==> config.mk <==
export PLATFORM = sky130hd
export DESIGN_NAME = ikey_top
export DESIGN_NICKNAME = d
export VERILOG_FILES = /design/src/rtl/ikey_pkg.sv /design/src/rtl/ikey_lfsr.sv /design/src/rtl/ikey_ptr.sv /design/src/rtl/ikey_unlock.sv /design/src/rtl/ikey_top.sv
export SDC_FILE = /design/constraint.sdc
export NUM_CORES = 1
export LEC_CHECK = 0
export BUFFER_PORTS_ARGS = -buffer_cell sky130_fd_sc_hd__buf_2
export CELL_PAD_IN_SITES_DETAIL_PLACEMENT = 1
export CELL_PAD_IN_SITES_GLOBAL_PLACEMENT = 2
export CORE_UTILIZATION = 32
export DETAILED_ROUTE_END_ITERATION = 10
export PLACE_DENSITY = 0.83
export SYNTH_ARGS = -nofsm -noshare
export SYNTH_HDL_FRONTEND = slang
export SYNTH_SLANG_ARGS = --single-unit
==> constraint.sdc <==
create_clock -name clk_i -period 2.95 [get_ports clk_i]
set_clock_uncertainty 0.05 [all_clocks]
set_input_delay 0 -clock clk_i [delete_from_list [all_inputs] [get_ports clk_i]]
set_output_delay 0 -clock clk_i [all_outputs]
set_load 0.1 [all_outputs]
==> src/rtl/ikey_pkg.sv <==
package ikey_pkg;
  localparam int unsigned BYTE_W = 8;
  typedef logic [BYTE_W-1:0] byte_t;

  // new msb = b0 ^ b1, shift right
  function automatic byte_t lfsr_step(byte_t v);
    return {v[0] ^ v[1], v[BYTE_W-1:1]};
  endfunction
endpackage

==> src/rtl/ikey_lfsr.sv <==
module ikey_lfsr
  import ikey_pkg::*;
#(
  parameter byte_t SEED = 8'h6A
) (
  input  logic  clk_i,
  input  logic  rst_ni,
  input  logic  adv_i,
  input  logic  restart_i,
  input  logic  seed_hit_i,
  output byte_t exp_o
);
  localparam byte_t SECOND = lfsr_step(SEED);

  byte_t lfsr_q;

  always_ff @(posedge clk_i or negedge rst_ni) begin
    if (!rst_ni)        lfsr_q <= SEED;
    else if (restart_i) lfsr_q <= seed_hit_i ? SECOND : SEED;
    else if (adv_i)     lfsr_q <= lfsr_step(lfsr_q);
  end

  assign exp_o = lfsr_q;

  // a nonzero seed never collapses to zero
  p_lfsr_nonzero_r10: assert property (@(posedge clk_i) disable iff (!rst_ni)
    lfsr_q != '0);
endmodule

==> src/rtl/ikey_ptr.sv <==
module ikey_ptr #(
  parameter int unsigned KEY_LEN = 32,
  localparam int unsigned PTR_W  = $clog2(KEY_LEN + 1)
) (
  input  logic             clk_i,
  input  logic             rst_ni,
  input  logic             adv_i,
  input  logic             restart_i,
  input  logic             seed_hit_i,
  output logic [PTR_W-1:0] ptr_o
);
  logic [PTR_W-1:0] ptr_q;

  always_ff @(posedge clk_i or negedge rst_ni) begin
    if (!rst_ni)        ptr_q <= '0;
    else if (restart_i) ptr_q <= seed_hit_i ? PTR_W'(1) : '0;
    else if (adv_i)     ptr_q <= ptr_q + PTR_W'(1);
  end

  assign ptr_o = ptr_q;

  p_ptr_bound_r4: assert property (@(posedge clk_i) disable iff (!rst_ni)
    ptr_q <= PTR_W'(KEY_LEN));
endmodule

==> src/rtl/ikey_unlock.sv <==
module ikey_unlock (
  input  logic clk_i,
  input  logic rst_ni,
  input  logic done_i,
  input  logic sw_mode_i,
  output logic cfg_o,
  output logic ovr_o
);
  logic cfg_q, ovr_q;

  always_ff @(posedge clk_i or negedge rst_ni) begin
    if (!rst_ni) begin
      cfg_q <= 1'b0;
      ovr_q <= 1'b0;
    end else if (done_i && !cfg_q) begin
      cfg_q <= 1'b1;
      ovr_q <= sw_mode_i;
    end
  end

  assign cfg_o = cfg_q;
  assign ovr_o = ovr_q;

  p_cfg_sticky_r8: assert property (@(posedge clk_i) disable iff (!rst_ni)
    cfg_q |=> cfg_q);
  p_ovr_sticky_r8: assert property (@(posedge clk_i) disable iff (!rst_ni)
    cfg_q |=> $stable(ovr_q));
  p_ovr_needs_cfg_r7: assert property (@(posedge clk_i) disable iff (!rst_ni)
    ovr_q |-> cfg_q);
  p_ovr_only_sw_r3: assert property (@(posedge clk_i) disable iff (!rst_ni)
    $rose(ovr_q) |-> $past(sw_mode_i));
endmodule

==> src/rtl/ikey_top.sv <==
module ikey_top
  import ikey_pkg::*;
#(
  parameter int unsigned KEY_LEN  = 32,
  parameter byte_t       SEED     = 8'h6A,
  parameter byte_t       EXT_BYTE = 8'h9C,
  parameter int unsigned ADDR_W   = 12,
  parameter logic [ADDR_W-1:0] RDP_ADDR = 12'h203
) (
  input  logic              clk_i,
  input  logic              rst_ni,
  input  logic              wr_i,
  input  logic              port_hit_i,
  input  logic [7:0]        data_i,
  input  logic              sw_mode_i,
  output logic              cfg_state_o,
  output logic              wp_ovr_o,
  output logic [ADDR_W-1:0] rdp_addr_o
);
  localparam int unsigned PTR_W = $clog2(KEY_LEN + 1);

  logic [PTR_W-1:0] ptr;
  byte_t lfsr_byte, exp_byte;
  logic  acc, at_ext, last_std, match, done, adv, restart, seed_hit;
  logic  cfg;

  assign acc      = wr_i && port_hit_i && !cfg;
  assign at_ext   = (ptr == PTR_W'(KEY_LEN));
  assign last_std = (ptr == PTR_W'(KEY_LEN - 1));
  assign exp_byte = at_ext ? EXT_BYTE : lfsr_byte;
  assign match    = (data_i == exp_byte);
  assign done     = acc && match && (at_ext || (last_std && !sw_mode_i));
  assign adv      = acc && match && !done;
  assign restart  = acc && !match;
  assign seed_hit = (data_i == SEED);

  ikey_lfsr #(.SEED(SEED)) i_lfsr (
    .clk_i, .rst_ni,
    .adv_i(adv), .restart_i(restart), .seed_hit_i(seed_hit),
    .exp_o(lfsr_byte)
  );

  ikey_ptr #(.KEY_LEN(KEY_LEN)) i_ptr (
    .clk_i, .rst_ni,
    .adv_i(adv), .restart_i(restart), .seed_hit_i(seed_hit),
    .ptr_o(ptr)
  );

  ikey_unlock i_unlock (
    .clk_i, .rst_ni,
    .done_i(done), .sw_mode_i,
    .cfg_o(cfg), .ovr_o(wp_ovr_o)
  );

  assign cfg_state_o = cfg;
  assign rdp_addr_o  = sw_mode_i ? RDP_ADDR : '0;

  p_idle_hold_r5: assert property (@(posedge clk_i) disable iff (!rst_ni)
    !(wr_i && port_hit_i) |=> $stable(ptr));
  p_no_early_cfg_r2: assert property (@(posedge clk_i) disable iff (!rst_ni)
    $rose(cfg) |-> ($past(ptr) >= PTR_W'(KEY_LEN - 1)));
  p_sw_needs_ext_r3: assert property (@(posedge clk_i) disable iff (!rst_ni)
    ($rose(cfg) && $past(sw_mode_i)) |-> $past(data_i) == EXT_BYTE);
endmodule

=== After elaboration in Yosys (flattened, before gate mapping) ===
Cells that the tools add are included.

* Output and inout bits: 14
* Flip-flop bits (word level): 16
* Logic and storage cells: 32

* Reduce and logical (&&, ||, !) cells: 14
* Bitwise operators: 1
* Eq/ne operators: 4
* $add $sub $neg: 1
* Multiplexer cells: 8

{| class="wikitable"
|+ Operators by type and width
! kind !! count
|-
| 8-bit 2-to-1 mux || 4
|-
| 6-bit 2-to-1 mux || 2
|-
| 10-bit 2-to-1 mux || 1
|-
| 8-bit by 7-bit equality test with 1-bit output, second input constant || 1
|-
| 8-bit equality test || 1
|-
| 1-bit logical AND || 8
|-
| 6-bit by 1-bit adder with 6-bit output, second input constant || 1
|-
| 6-bit by 5-bit equality test with 1-bit output, second input constant || 1
|-
| 6-bit equality test, second input constant || 1
|-
| 1-bit zero test || 4
|-
| 2-bit nonzero test || 1
|-
| 1-bit logical OR || 1
|-
| 1-bit 2-to-1 mux || 1
|-
| 1-bit XOR || 1
|}

=== Logic depth before layout (Yosys ltp) ===
Gate-level depths: netlist of the first run.

* Depth in word-level cells: 9
* Mapped depth: 9
* Depth with buffers taken out: 8

=== Hierarchy ===
Synthesis of the first run repeated with hierarchy kept, for this count alone.

* Cells, all modules: 117
* Area total of the unflattened synthesis: 1183.6 um2

{| class="wikitable"
|+ By module, submodules not included
! module !! instances !! area an instance (um2) !! sequential area each (um2) !! cells each
|-
| ikey_top || 1 || 417.9 || 0.0 || 58
|-
| ikey_lfsr || 1 || 406.6 || 205.2 || 29
|-
| ikey_ptr || 1 || 274.0 || 150.1 || 25
|-
| ikey_unlock || 1 || 85.1 || 50.0 || 5
|}

=== Least setup slack after synthesis of the first run ===
No wires, ideal clock.

* Path type: flip-flop to flip-flop
* From: register i_ptr.ptr_q[0], in the netlist i_ptr.ptr_o[0]
* To: register i_unlock.ovr_q, in the netlist i_unlock.ovr_o
* Stages on the path, launching flop included: 10
* Arrival time: 2.403 ns
* Period minus slack after synthesis: 2.581 ns
* Path slack: 0.369 ns
* Library setup time: 0.128 ns
* Cells stage by stage: dfrtp_1 > inv_1 > ha_1 > nor3b_4 > a22oi_2 > o32a_1 > or4_4 > buf_6 > nor3_2 > mux2_1

* Longest elaborated chain between the ends: 6

{| class="wikitable"
|+ RTL lines
! element !! line !! source
|-
| from (decl) || ikey_ptr.sv:12 || <nowiki>logic [PTR_W-1:0] ptr_q;</nowiki>
|-
| from (signal assigned) || ikey_ptr.sv:16 || <nowiki>else if (restart_i) ptr_q <= seed_hit_i ? PTR_W'(1) : '0;</nowiki>
|-
| from (signal assigned) || ikey_ptr.sv:17 || <nowiki>else if (adv_i) ptr_q <= ptr_q + PTR_W'(1);</nowiki>
|-
| 6-bit equality test || ikey_top.sv:28 || <nowiki>assign at_ext = (ptr == PTR_W'(KEY_LEN));</nowiki>
|-
| 8-bit 2-to-1 mux || ikey_top.sv:30 || <nowiki>assign exp_byte = at_ext ? EXT_BYTE : lfsr_byte;</nowiki>
|-
| 8-bit equality test || ikey_top.sv:31 || <nowiki>assign match = (data_i == exp_byte);</nowiki>
|-
| 1-bit logical AND || ikey_top.sv:32 || <nowiki>assign done = acc && match && (at_ext || (last_std && !sw_mode_i));</nowiki>
|-
| 1-bit logical AND (*) || ikey_top.sv:32 ||
|-
| 1-bit logical AND (*) || ikey_unlock.sv:15 || <nowiki>end else if (done_i && !cfg_q) begin</nowiki>
|-
| to (signal assigned) || ikey_unlock.sv:17 || <nowiki>ovr_q <= sw_mode_i;</nowiki>
|-
| to (decl) || ikey_unlock.sv:9 || <nowiki>logic cfg_q, ovr_q;</nowiki>
|}

Every way passes the cells marked *; elsewhere a longest branch is shown, timed or not.
A chain may end at the register's enable or synchronous reset.

=== Worst setup path after layout of the first run ===
Same ends and word-level chain as after synthesis.

==> out/qor.json, run 1 <==
{
  "status": {
    "outcome": "completed"
  },
  "worst_setup_path": {
    "end_kind": "register",
    "crit_path_max_fanout": 11,
    "critPathKind": "reg -> reg",
    "crit_arrival_ns": 2.91,
    "timing.critical_path.from_type": "register",
    "cp_data_required_time_ns": 3.09
  },
  "floorplan": {
    "std_cell_rows": 21,
    "die_height_um": 62.5,
    "io_pins": 27,
    "die_area_mm2": 0.00390,
    "die_w_um": 62.5,
    "initial_cell_density_of_the_core_pct": 34.2,
    "design.core.area_mm2": 0.00342
  },
  "pwr": {
    "power.total_mw": 0.498,
    "power_per_cell_area_mw_per_mm2": 383,
    "p_int_mw": 0.322,
    "net-switching-power_mw": 0.176,
    "clockPowerShare_pct": 30.0,
    "swShare_pct": 35.3,
    "combinationalPowerShare_pct": 24.9,
    "pwr-share-seq_pct": 45.1,
    "leakage_nw": 0.574,
    "worst_ir_drop_vdd_uv": 143
  },
  "clock_tree": {
    "post_cts_buffers": 0,
    "clock_tree_from_tritoncts": "yes",
    "cts_buffers": 3,
    "cts_resized": 0,
    "clkSinkCount": 16,
    "clk-insertion-delay-late_ns": 0.29,
    "ctsRootBufferMaster": "sky130_fd_sc_hd__clkbuf_4",
    "clockBufferDepth": 2,
    "cts_max_level": 1,
    "cts.reportedPaths.clkPinSlew_ns": 0.10
  },
  "yosys": {
    "dominantRegCellSynth": "sky130_fd_sc_hd__dfrtp_1",
    "synth_cells": 119,
    "synth.avg_cell_area_um2": 9.83,
    "synthDistinctLibCells": 52,
    "synth-seq-area-share_pct": 34.7,
    "synth-seq-cells": 16,
    "mappedNetlistArea_mm2": 0.00117,
    "postSynth.asyncResetShare_pct": 100,
    "ys.warnings.count": 0,
    "synth_edf_count": 0
  },
  "drt": {
    "final_ant_viol_nets": 0,
    "dr_total_vias": 993,
    "detailedRoute.firstIterationViolations": 26,
    "avg_vias_per_cell": 5.43,
    "remaining_drc_errors": 0,
    "drt_first_pass_iters": 4,
    "wirelength_um": 2820,
    "wl_per_cell_um": 15.4
  },
  "timing": {
    "setup_repair_after_global_routing_missed_its_margin": "true",
    "fin_crit_sh_pct": 94.0,
    "slew_headroom_pct": 61.3,
    "timing.final.max_slew_violations": 0,
    "final_period_minus_worst_setup_slack_ns": 2.77,
    "final_hold_viol_count": 0,
    "timing.final.setup_violations": 0,
    "fin_ws_ns": 0.178,
    "fmax_mhz": 361,
    "max_slew.worst_pin.slew_ns": 0.580
  },
  "cells_and_area": {
    "fin_nets": 153,
    "register_area_um2": 405,
    "postLayoutCellArea_mm2": 0.00130,
    "fillCellCount": 408,
    "diodes": 0,
    "area.growth.synth_to_final_pct": 11.2,
    "stdcell_count": 183,
    "multiInputGateArea_um2": 656,
    "fraction_of_layout_cells_with_a_size_suffix_above_1_pct": 27.7
  },
  "grt": {
    "grt_antenna_before_repair": 0,
    "grt_pass1_vias": 999,
    "grt_use_total_pct": 15.6,
    "grt_overflow_total": 0,
    "grt_first_pass_wirelength_um": 4800,
    "grt_start_max_net_pins": 17
  },
  "place": {
    "placed_cell_area_mm2": 0.00124,
    "dp_hpwl_um": 2220,
    "numPlacedInstances": 177,
    "preCtsSetupSlack_ns": 0.164,
    "place.port_buffers": 17,
    "finalWeightedCongestion": 0.851
  },
  "worst_hold_path": {
    "hold_class": "in -> async"
  },
  "job": {
    "max_cap_viol_count": 0
  }
}
==> layout make-up <==
type	instances	area share, %
well taps	46	4.42
flip-flops and latches	16	31.2
inverters	9	2.60
clock buffers	4	2.79
repair buffers	20	8.65
multi-input cells	88	50.4
==> sequential cells by signal, summed over array words and instances (netlist names) <==
name,count
i_unlock.cfg_o,1
i_unlock.ovr_o,1
i_ptr.ptr_o,6
i_lfsr.exp_o,8
==> kinds of logic (layout without fill, tap and decap cells) <==
group,count (synthesis),in the layout,share of synthesized area [%]
AO/OA/AOI/OAI,34,34,25.3
buffers and inverters,23,33,11.9
adder cells (fa/ha/maj),2,2,2.14
flip-flops,16,16,34.7
AND/OR/NAND/NOR,37,37,21.0
multiplexers,1,1,0.962
other,1,9,0.321
XOR/XNOR,5,5,3.74
==> critical path, cell delays in order (launching register included) <==
cell and delay [ns]:
sky130_fd_sc_hd__dfrtp_1 0.42, sky130_fd_sc_hd__inv_1 0.09, sky130_fd_sc_hd__ha_1 0.17, sky130_fd_sc_hd__or3b_4 0.42
sky130_fd_sc_hd__o22ai_1 0.15, sky130_fd_sc_hd__a2bb2oi_1 0.15, sky130_fd_sc_hd__or4_4 0.65, sky130_fd_sc_hd__nor3_2 0.24
sky130_fd_sc_hd__mux2_1 0.34
==> stage by stage <==
stage / hold WS [ns] / util, % / TNS (ns)
3_5_place_dp: -0.116 / 36.4 / 0
2_1_floorplan: -0.346 / - / 0
6_report: 0.0840 / 38.1 / 0
5_1_grt: 0.128 / 38.1 / -0.0633
4_1_cts: 0.100 / 38.1 / 0
3_3_place_gp: -0.123 / 36.4 / 0
==> synthesized netlist by cell type, types with 2 or more instances <==
master / number / area [µm²]
sky130_fd_sc_hd__buf_4: 12 / 90.1
sky130_fd_sc_hd__dfrtp_1: 12 / 300
sky130_fd_sc_hd__inv_1: 9 / 33.8
sky130_fd_sc_hd__nor2_1: 6 / 22.5
sky130_fd_sc_hd__a221o_1: 4 / 40.0
sky130_fd_sc_hd__a22oi_1: 4 / 30.0
sky130_fd_sc_hd__a31o_1: 4 / 35.0
sky130_fd_sc_hd__dfstp_2: 4 / 105
sky130_fd_sc_hd__nand2_1: 4 / 15.0
sky130_fd_sc_hd__nor3_1: 4 / 20.0
sky130_fd_sc_hd__o22ai_1: 3 / 18.8
sky130_fd_sc_hd__o31ai_1: 3 / 22.5
sky130_fd_sc_hd__xnor2_1: 3 / 26.3
sky130_fd_sc_hd__a31oi_1: 2 / 12.5
sky130_fd_sc_hd__ha_1: 2 / 25.0
sky130_fd_sc_hd__nand4_1: 2 / 12.5
sky130_fd_sc_hd__nor2b_1: 2 / 12.5
sky130_fd_sc_hd__nor3_2: 2 / 20.0
sky130_fd_sc_hd__nor4_1: 2 / 12.5
sky130_fd_sc_hd__nor4bb_1: 2 / 20.0
sky130_fd_sc_hd__xor2_1: 2 / 17.5
==> routing by layer <==
| metal | track usage (%) | up-vias | share of wire (%) |
|---|---|---|---|
| met1 | 20.7 | 499 | 47 |
| met5 | 0 | - | 0 |
| met3 | 1.82 | 4 | 2.5 |
| li1 | - | 471 | - |
| met4 | 4.36 | 0 | 0.82 |
| met2 | 26.6 | 19 | 50 |
==> timing repair <==
item | in CTS | in global routing
endpoints found under the hold margin | 17 | 0
hold buffers | 2 | 0
endpoints found under the setup margin | 0 | 5
==> path summary, 6_finish.rpt <==
| path | cells after the start | slack, ns | from | to |
|---|---|---|---|---|
| worst max register to register | 8 | 0.18 | i_ptr.ptr_o[0] | i_unlock.ovr_o |
| worst min-delay path | 2 | 0.08 | rst_ni | i_ptr.ptr_o[4] |
| max in group asynchronous | 2 | 2.44 | rst_ni | i_lfsr.exp_o[5] |
| min in group clk_i | 4 | 0.17 | port_hit_i | i_lfsr.exp_o[1] |
| worst max-delay path | 8 | 0.18 | i_ptr.ptr_o[0] | i_unlock.ovr_o |
| worst min register to register | 1 | 0.45 | i_unlock.ovr_o | i_unlock.ovr_o |
==> cell usage in the layout, fill, tap and decap left out, types with 2 or more instances in the layout <==
cell type,Yosys,layout
sky130_fd_sc_hd__buf_2,0,17
sky130_fd_sc_hd__dfrtp_1,12,12
sky130_fd_sc_hd__inv_1,9,9
sky130_fd_sc_hd__conb_1,1,9
sky130_fd_sc_hd__nor2_1,6,6
sky130_fd_sc_hd__nand2_1,4,4
sky130_fd_sc_hd__a221o_1,4,4
sky130_fd_sc_hd__nor3_1,4,4
sky130_fd_sc_hd__a31o_1,4,4
sky130_fd_sc_hd__a22oi_1,4,4
sky130_fd_sc_hd__dfstp_2,4,4
sky130_fd_sc_hd__xnor2_1,3,3
sky130_fd_sc_hd__o22ai_1,3,3
sky130_fd_sc_hd__o31ai_1,3,3
sky130_fd_sc_hd__clkbuf_4,0,3
sky130_fd_sc_hd__nor4bb_1,2,2
sky130_fd_sc_hd__a31oi_1,2,2
sky130_fd_sc_hd__nor4_1,2,2
sky130_fd_sc_hd__nor2b_1,2,2
sky130_fd_sc_hd__nand4_1,2,2
sky130_fd_sc_hd__xor2_1,2,2
sky130_fd_sc_hd__nor3_2,2,2
sky130_fd_sc_hd__ha_1,2,2
sky130_fd_sc_hd__dlygate4sd3_1,0,2
==> power by group through the flow <==
stage	Combinational (mW)	Sequential (mW)	Clock (mW)
3_3_place_gp	0.120	0.228	0
4_1_cts	0.124	0.225	0.150
2_1_floorplan	0.109	0.228	0
5_1_grt	0.131	0.225	0.157
3_5_place_dp	0.122	0.229	0
6_report	0.124	0.225	0.150
(Power assumes the default switching activity.)
==> run 2: changes to the inputs <==
--- a/config.mk
+++ b/config.mk
@@ -6,11 +6,12 @@
 export NUM_CORES = 1
 export LEC_CHECK = 0
 export BUFFER_PORTS_ARGS = -buffer_cell sky130_fd_sc_hd__buf_2
-export CELL_PAD_IN_SITES_DETAIL_PLACEMENT = 1
-export CELL_PAD_IN_SITES_GLOBAL_PLACEMENT = 2
-export CORE_UTILIZATION = 32
+export CELL_PAD_IN_SITES_DETAIL_PLACEMENT = 0
+export CELL_PAD_IN_SITES_GLOBAL_PLACEMENT = 1
+export CORE_UTILIZATION = 40
 export DETAILED_ROUTE_END_ITERATION = 10
-export PLACE_DENSITY = 0.83
+export PLACE_DENSITY = 0.84
 export SYNTH_ARGS = -nofsm -noshare
 export SYNTH_HDL_FRONTEND = slang
+export SYNTH_HIERARCHICAL = 1
 export SYNTH_SLANG_ARGS = --single-unit
==> out/qor.json, run 2 <==
{
  "worst_setup_path": {
    "timing.critical_path.from_type": "register",
    "crit_path_max_fanout": {"value": 11, "change": "unchanged"},
    "cp_slowest_stage_delay": {"value": 0.47, "unit": "ns", "change": "-0.18 ns"},
    "crit_arrival": {"value": 2.90, "unit": "ns", "change": "about the same"},
    "critPathKind": "reg -> reg",
    "worst_setup_path_startpoint": "i_ptr/ptr_o[0]",
    "worstPathCellList": "nor4_4, a21oi_1, o32ai_1, nand4_2, a2111oi_2, buf_4, nand4_2, or3_1, a21oi_1",
    "cp_data_required_time": {"value": 3.10, "unit": "ns", "change": "about the same"},
    "end_kind": "register",
    "r2r-start": "i_ptr/ptr_o[0]",
    "critPathSlowestCell": "sky130_fd_sc_hd__dfrtp_1"
  },
  "drt": {
    "avg_vias_per_cell": {"value": 5.34, "change": "-1.6%"},
    "final_ant_viol_nets": {"value": 0, "change": "unchanged"},
    "drt_first_pass_iters": {"value": 4, "change": "unchanged"},
    "dr_total_vias": {"value": 897, "change": "-9.7%"},
    "wl_per_cell": {"value": 13.6, "unit": "µm", "change": "-11%"},
    "remaining_drc_errors": {"value": 0, "change": "unchanged"},
    "wirelength": {"value": 2290, "unit": "µm", "change": "-19%"},
    "detailedRoute.firstIterationViolations": {"value": 14, "change": "-46%"}
  },
  "grt": {
    "grt_overflow_total": {"value": 0, "change": "unchanged"},
    "grt_pass1_vias": {"value": 814, "change": "-19%"},
    "grt_first_pass_wirelength": {"value": 3740, "unit": "µm", "change": "-22%"},
    "grt_use_total": {"value": 15.6, "unit": "%", "change": "-0.031 points"},
    "grt_start_max_net_pins": {"value": 17, "change": "unchanged"},
    "grt_antenna_before_repair": {"value": 0, "change": "unchanged"}
  },
  "clock_tree": {
    "ctsRootBufferMaster": "sky130_fd_sc_hd__clkbuf_4",
    "clk-insertion-delay-late": {"value": 0.28, "unit": "ns", "change": "about the same"},
    "cts_max_level": {"value": 1, "change": "unchanged"},
    "cts_buffers": {"value": 3, "change": "unchanged"},
    "clockBufferDepth": {"value": 2, "change": "unchanged"},
    "cts.reportedPaths.clkPinSlew": {"value": 0.09, "unit": "ns", "change": "about the same"},
    "clock_tree_from_tritoncts": "yes",
    "clkSinkCount": {"value": 16, "change": "unchanged"}
  },
  "timing": {
    "final_period_minus_worst_setup_slack": {"value": 2.75, "unit": "ns", "change": "-0.0251 ns"},
    "fmax": {"value": 364, "unit": "MHz", "change": "+0.91%"},
    "setup_total_negative_slack": {"value": 0, "unit": "ns", "change": "unchanged"},
    "timing.final.max_slew_violations": {"value": 0, "change": "unchanged"},
    "fin_crit_sh": {"value": 93.1, "unit": "%", "change": "-0.85 points"},
    "fin_ws": {"value": 0.203, "unit": "ns", "change": "+0.0251 ns"},
    "hold_slack": {"value": 0.109, "unit": "ns", "change": "+0.0250 ns"},
    "setup_repair_after_global_routing_missed_its_margin": "false",
    "timing.final.setup_violations": {"value": 0, "change": "unchanged"},
    "final_hold_viol_count": {"value": 0, "change": "unchanged"}
  },
  "yosys": {
    "synth_largest_type_area_fraction": {"value": 25.4, "unit": "%", "change": "-0.30 points"},
    "synth_common_cells": "sky130_fd_sc_hd__buf_4 (12), sky130_fd_sc_hd__dfrtp_1 (12), sky130_fd_sc_hd__nor2_1 (8)",
    "dominantRegCellSynth": "sky130_fd_sc_hd__dfrtp_1",
    "synth_top_cell_by_area": "sky130_fd_sc_hd__dfrtp_1",
    "synth.top_cells.by_area": "sky130_fd_sc_hd__dfrtp_1 (25%), sky130_fd_sc_hd__dfstp_2 (8.9%), sky130_fd_sc_hd__buf_4 (7.6%)",
    "synth-seq-area-share": {"value": 34.2, "unit": "%", "change": "-0.40 points"},
    "postSynth.asyncResetShare": {"value": 100, "unit": "%", "change": "unchanged"},
    "ys.warnings.count": {"value": 6, "change": "+6"},
    "mappedNetlistArea": {"value": 0.00118, "unit": "mm²", "change": "+1.2%"},
    "synth_cells": {"value": 117, "change": "-1.7%"},
    "synth.avg_cell_area": {"value": 10.1, "unit": "µm²", "change": "+2.9%"},
    "synth-seq-cells": {"value": 16, "change": "unchanged"},
    "synthDistinctLibCells": {"value": 46, "change": "-12%"},
    "synth_edf_count": {"value": 0, "change": "unchanged"}
  },
  "cells_and_area": {
    "register_area": {"value": 405, "unit": "µm²", "change": "unchanged"},
    "most_frequent_standard_cell_in_the_layout_excluding_fill_and_tap_cells": "sky130_fd_sc_hd__buf_2",
    "commonest_cells_after_routing_fill_and_taps_aside": "sky130_fd_sc_hd__buf_2 (17), sky130_fd_sc_hd__dfrtp_1 (12), sky130_fd_sc_hd__conb_1 (9), sky130_fd_sc_hd__nor2_1 (8), sky130_fd_sc_hd__nand2_1 (7)",
    "diodes": {"value": 0, "change": "unchanged"},
    "postLayoutCellArea": {"value": 0.00132, "unit": "mm²", "change": "+1.3%"},
    "multiInputGateArea": {"value": 696, "unit": "µm²", "change": "+6.1%"},
    "largest_register_ff_count": {"value": 8, "change": "unchanged"},
    "finalCoreUtilization": {"value": 47.4, "unit": "%", "change": "+9.3 points"},
    "fillCellCount": {"value": 276, "change": "-32%"},
    "stdcell_count": {"value": 168, "change": "-8.2%"},
    "area.growth.synth_to_final_pct": 11.4,
    "fraction_of_layout_cells_with_a_size_suffix_above_1": {"value": 35.0, "unit": "%", "change": "+7.3 points"},
    "fin_nets": {"value": 152, "change": "-0.65%"}
  },
  "place": {
    "preCtsSetupSlack": {"value": 0.167, "unit": "ns", "change": "+0.00319 ns"},
    "numPlacedInstances": {"value": 161, "change": "-9.0%"},
    "place.port_buffers": {"value": 17, "change": "unchanged"},
    "finalWeightedCongestion": {"value": 0.788, "change": "-7.4%"},
    "dp_hpwl": {"value": 1770, "unit": "µm", "change": "-20%"},
    "placed_cell_area": {"value": 0.00125, "unit": "mm²", "change": "+0.10%"}
  },
  "floorplan": {
    "initial_cell_density_of_the_core": {"value": 42.6, "unit": "%", "change": "+8.3 points"},
    "std_cell_rows": {"value": 19, "change": "-9.5%"},
    "die_area": {"value": 0.00318, "unit": "mm²", "change": "-18%"},
    "design.core.area": {"value": 0.00278, "unit": "mm²", "change": "-19%"},
    "die_height": {"value": 56.4, "unit": "µm", "change": "-9.7%"},
    "io_pins": {"value": 27, "change": "unchanged"},
    "die_w": {"value": 56.4, "unit": "µm", "change": "-9.7%"}
  },
  "status": {
    "outcome": "completed"
  },
  "job": {
    "max_cap_viol_count": {"value": 0, "change": "unchanged"}
  },
  "pwr": {
    "leakage": {"value": 0.588, "unit": "nW", "change": "+2.5%"},
    "worst_ir_drop_vdd": {"value": 211, "unit": "µV", "change": "+48%"},
    "power_per_cell_area": {"value": 358, "unit": "mW/mm²", "change": "-6.5%"},
    "power.total": {"value": 0.472, "unit": "mW", "change": "-5.3%"}
  },
  "worst_hold_path": {
    "hold_class": "in -> async"
  }
}
[run 2: cell count changes after synthesis, moves of 3 or more]
| cell | before | now |
|---|---|---|
| sky130_fd_sc_hd__a31o_1 | 4 | 0 |
| sky130_fd_sc_hd__o22ai_1 | 3 | 0 |
| sky130_fd_sc_hd__xnor2_1 | 3 | 6 |
| sky130_fd_sc_hd__a22oi_1 | 4 | 0 |
| sky130_fd_sc_hd__inv_1 | 9 | 4 |
| sky130_fd_sc_hd__a221o_1 | 4 | 0 |
| sky130_fd_sc_hd__o31ai_1 | 3 | 0 |
| sky130_fd_sc_hd__mux2_4 | 0 | 4 |
| sky130_fd_sc_hd__mux2_2 | 0 | 6 |
| sky130_fd_sc_hd__a21oi_1 | 1 | 4 |
| sky130_fd_sc_hd__o21a_1 | 0 | 3 |
| sky130_fd_sc_hd__nand2_1 | 4 | 7 |
[run 2: cells by family after synthesis]
| logic type | after synthesis | synth area share (%) |
|---|---|---|
| AOI/OAI and AO/OA | 22 | 14.8 |
| xor gates and xnor gates | 9 | 6.66 |
| adders and majority gates | 1 | 1.06 |
| buffers and inverters | 18 | 10.3 |
| DFF | 16 | 34.2 |
| muxes | 11 | 11.6 |
| other | 1 | 0.317 |
| and+or+nand+nor | 39 | 21.0 |
[run 2: final cells by class]
cell class	instances	share of cell area [%]
repair buffers	22	9.68
multi-input cells	91	52.8
inverters	4	1.14
well taps	31	2.94
flip-flops and latches	16	30.7
clock buffers	4	2.75
[run 2: worst paths after layout]
path,end,slack [ns],cells past startpoint
worst min register to register,i_unlock/ovr_o,0.46,1
worst max-delay path,i_ptr/ptr_o[5],0.20,9
min in group clk_i,i_ptr/ptr_o[0],0.20,4
worst max register to register,i_ptr/ptr_o[5],0.20,9
max in group asynchronous,i_lfsr/exp_o[5],2.44,2
worst min-delay path,i_ptr/ptr_o[0],0.11,2
[run 2: what timing repair did]
| action | in CTS | in global routing |
|---|---|---|
| endpoints found under the setup margin | 0 | 1 |
| hold buffers | 2 | 0 |
| endpoints found under the hold margin | 17 | 0 |
| setup buffers | 0 | 1 |
| resized for setup | 0 | 1 |
[run 2: critical path: cells and delay by family, from the launching register on]
kind            cells  cell delay (ns)
compound gates      4             0.87
buf+inv             1             0.25
flops               1             0.47
simple gates        4             1.03
[run 2: layer usage]
| layer | vias up | track usage, % | share of wire (%) |
|---|---|---|---|
| li1 | 445 | - | - |
| met1 | 437 | 22.3 | 50 |
| met2 | 13 | 23.1 | 47 |
| met3 | 2 | 3.00 | 2.5 |
| met4 | 0 | 6.27 | 0.74 |
| met5 | - | 0 | 0 |
[run 2: report_power, final]
group	leakage, nW	switching (mW)	internal [mW]
registers	0.210	0.00175	0.221
logic	0.357	0.0881	0.0197
clock network	0.0210	0.0664	0.0750
total	0.588	0.156	0.316
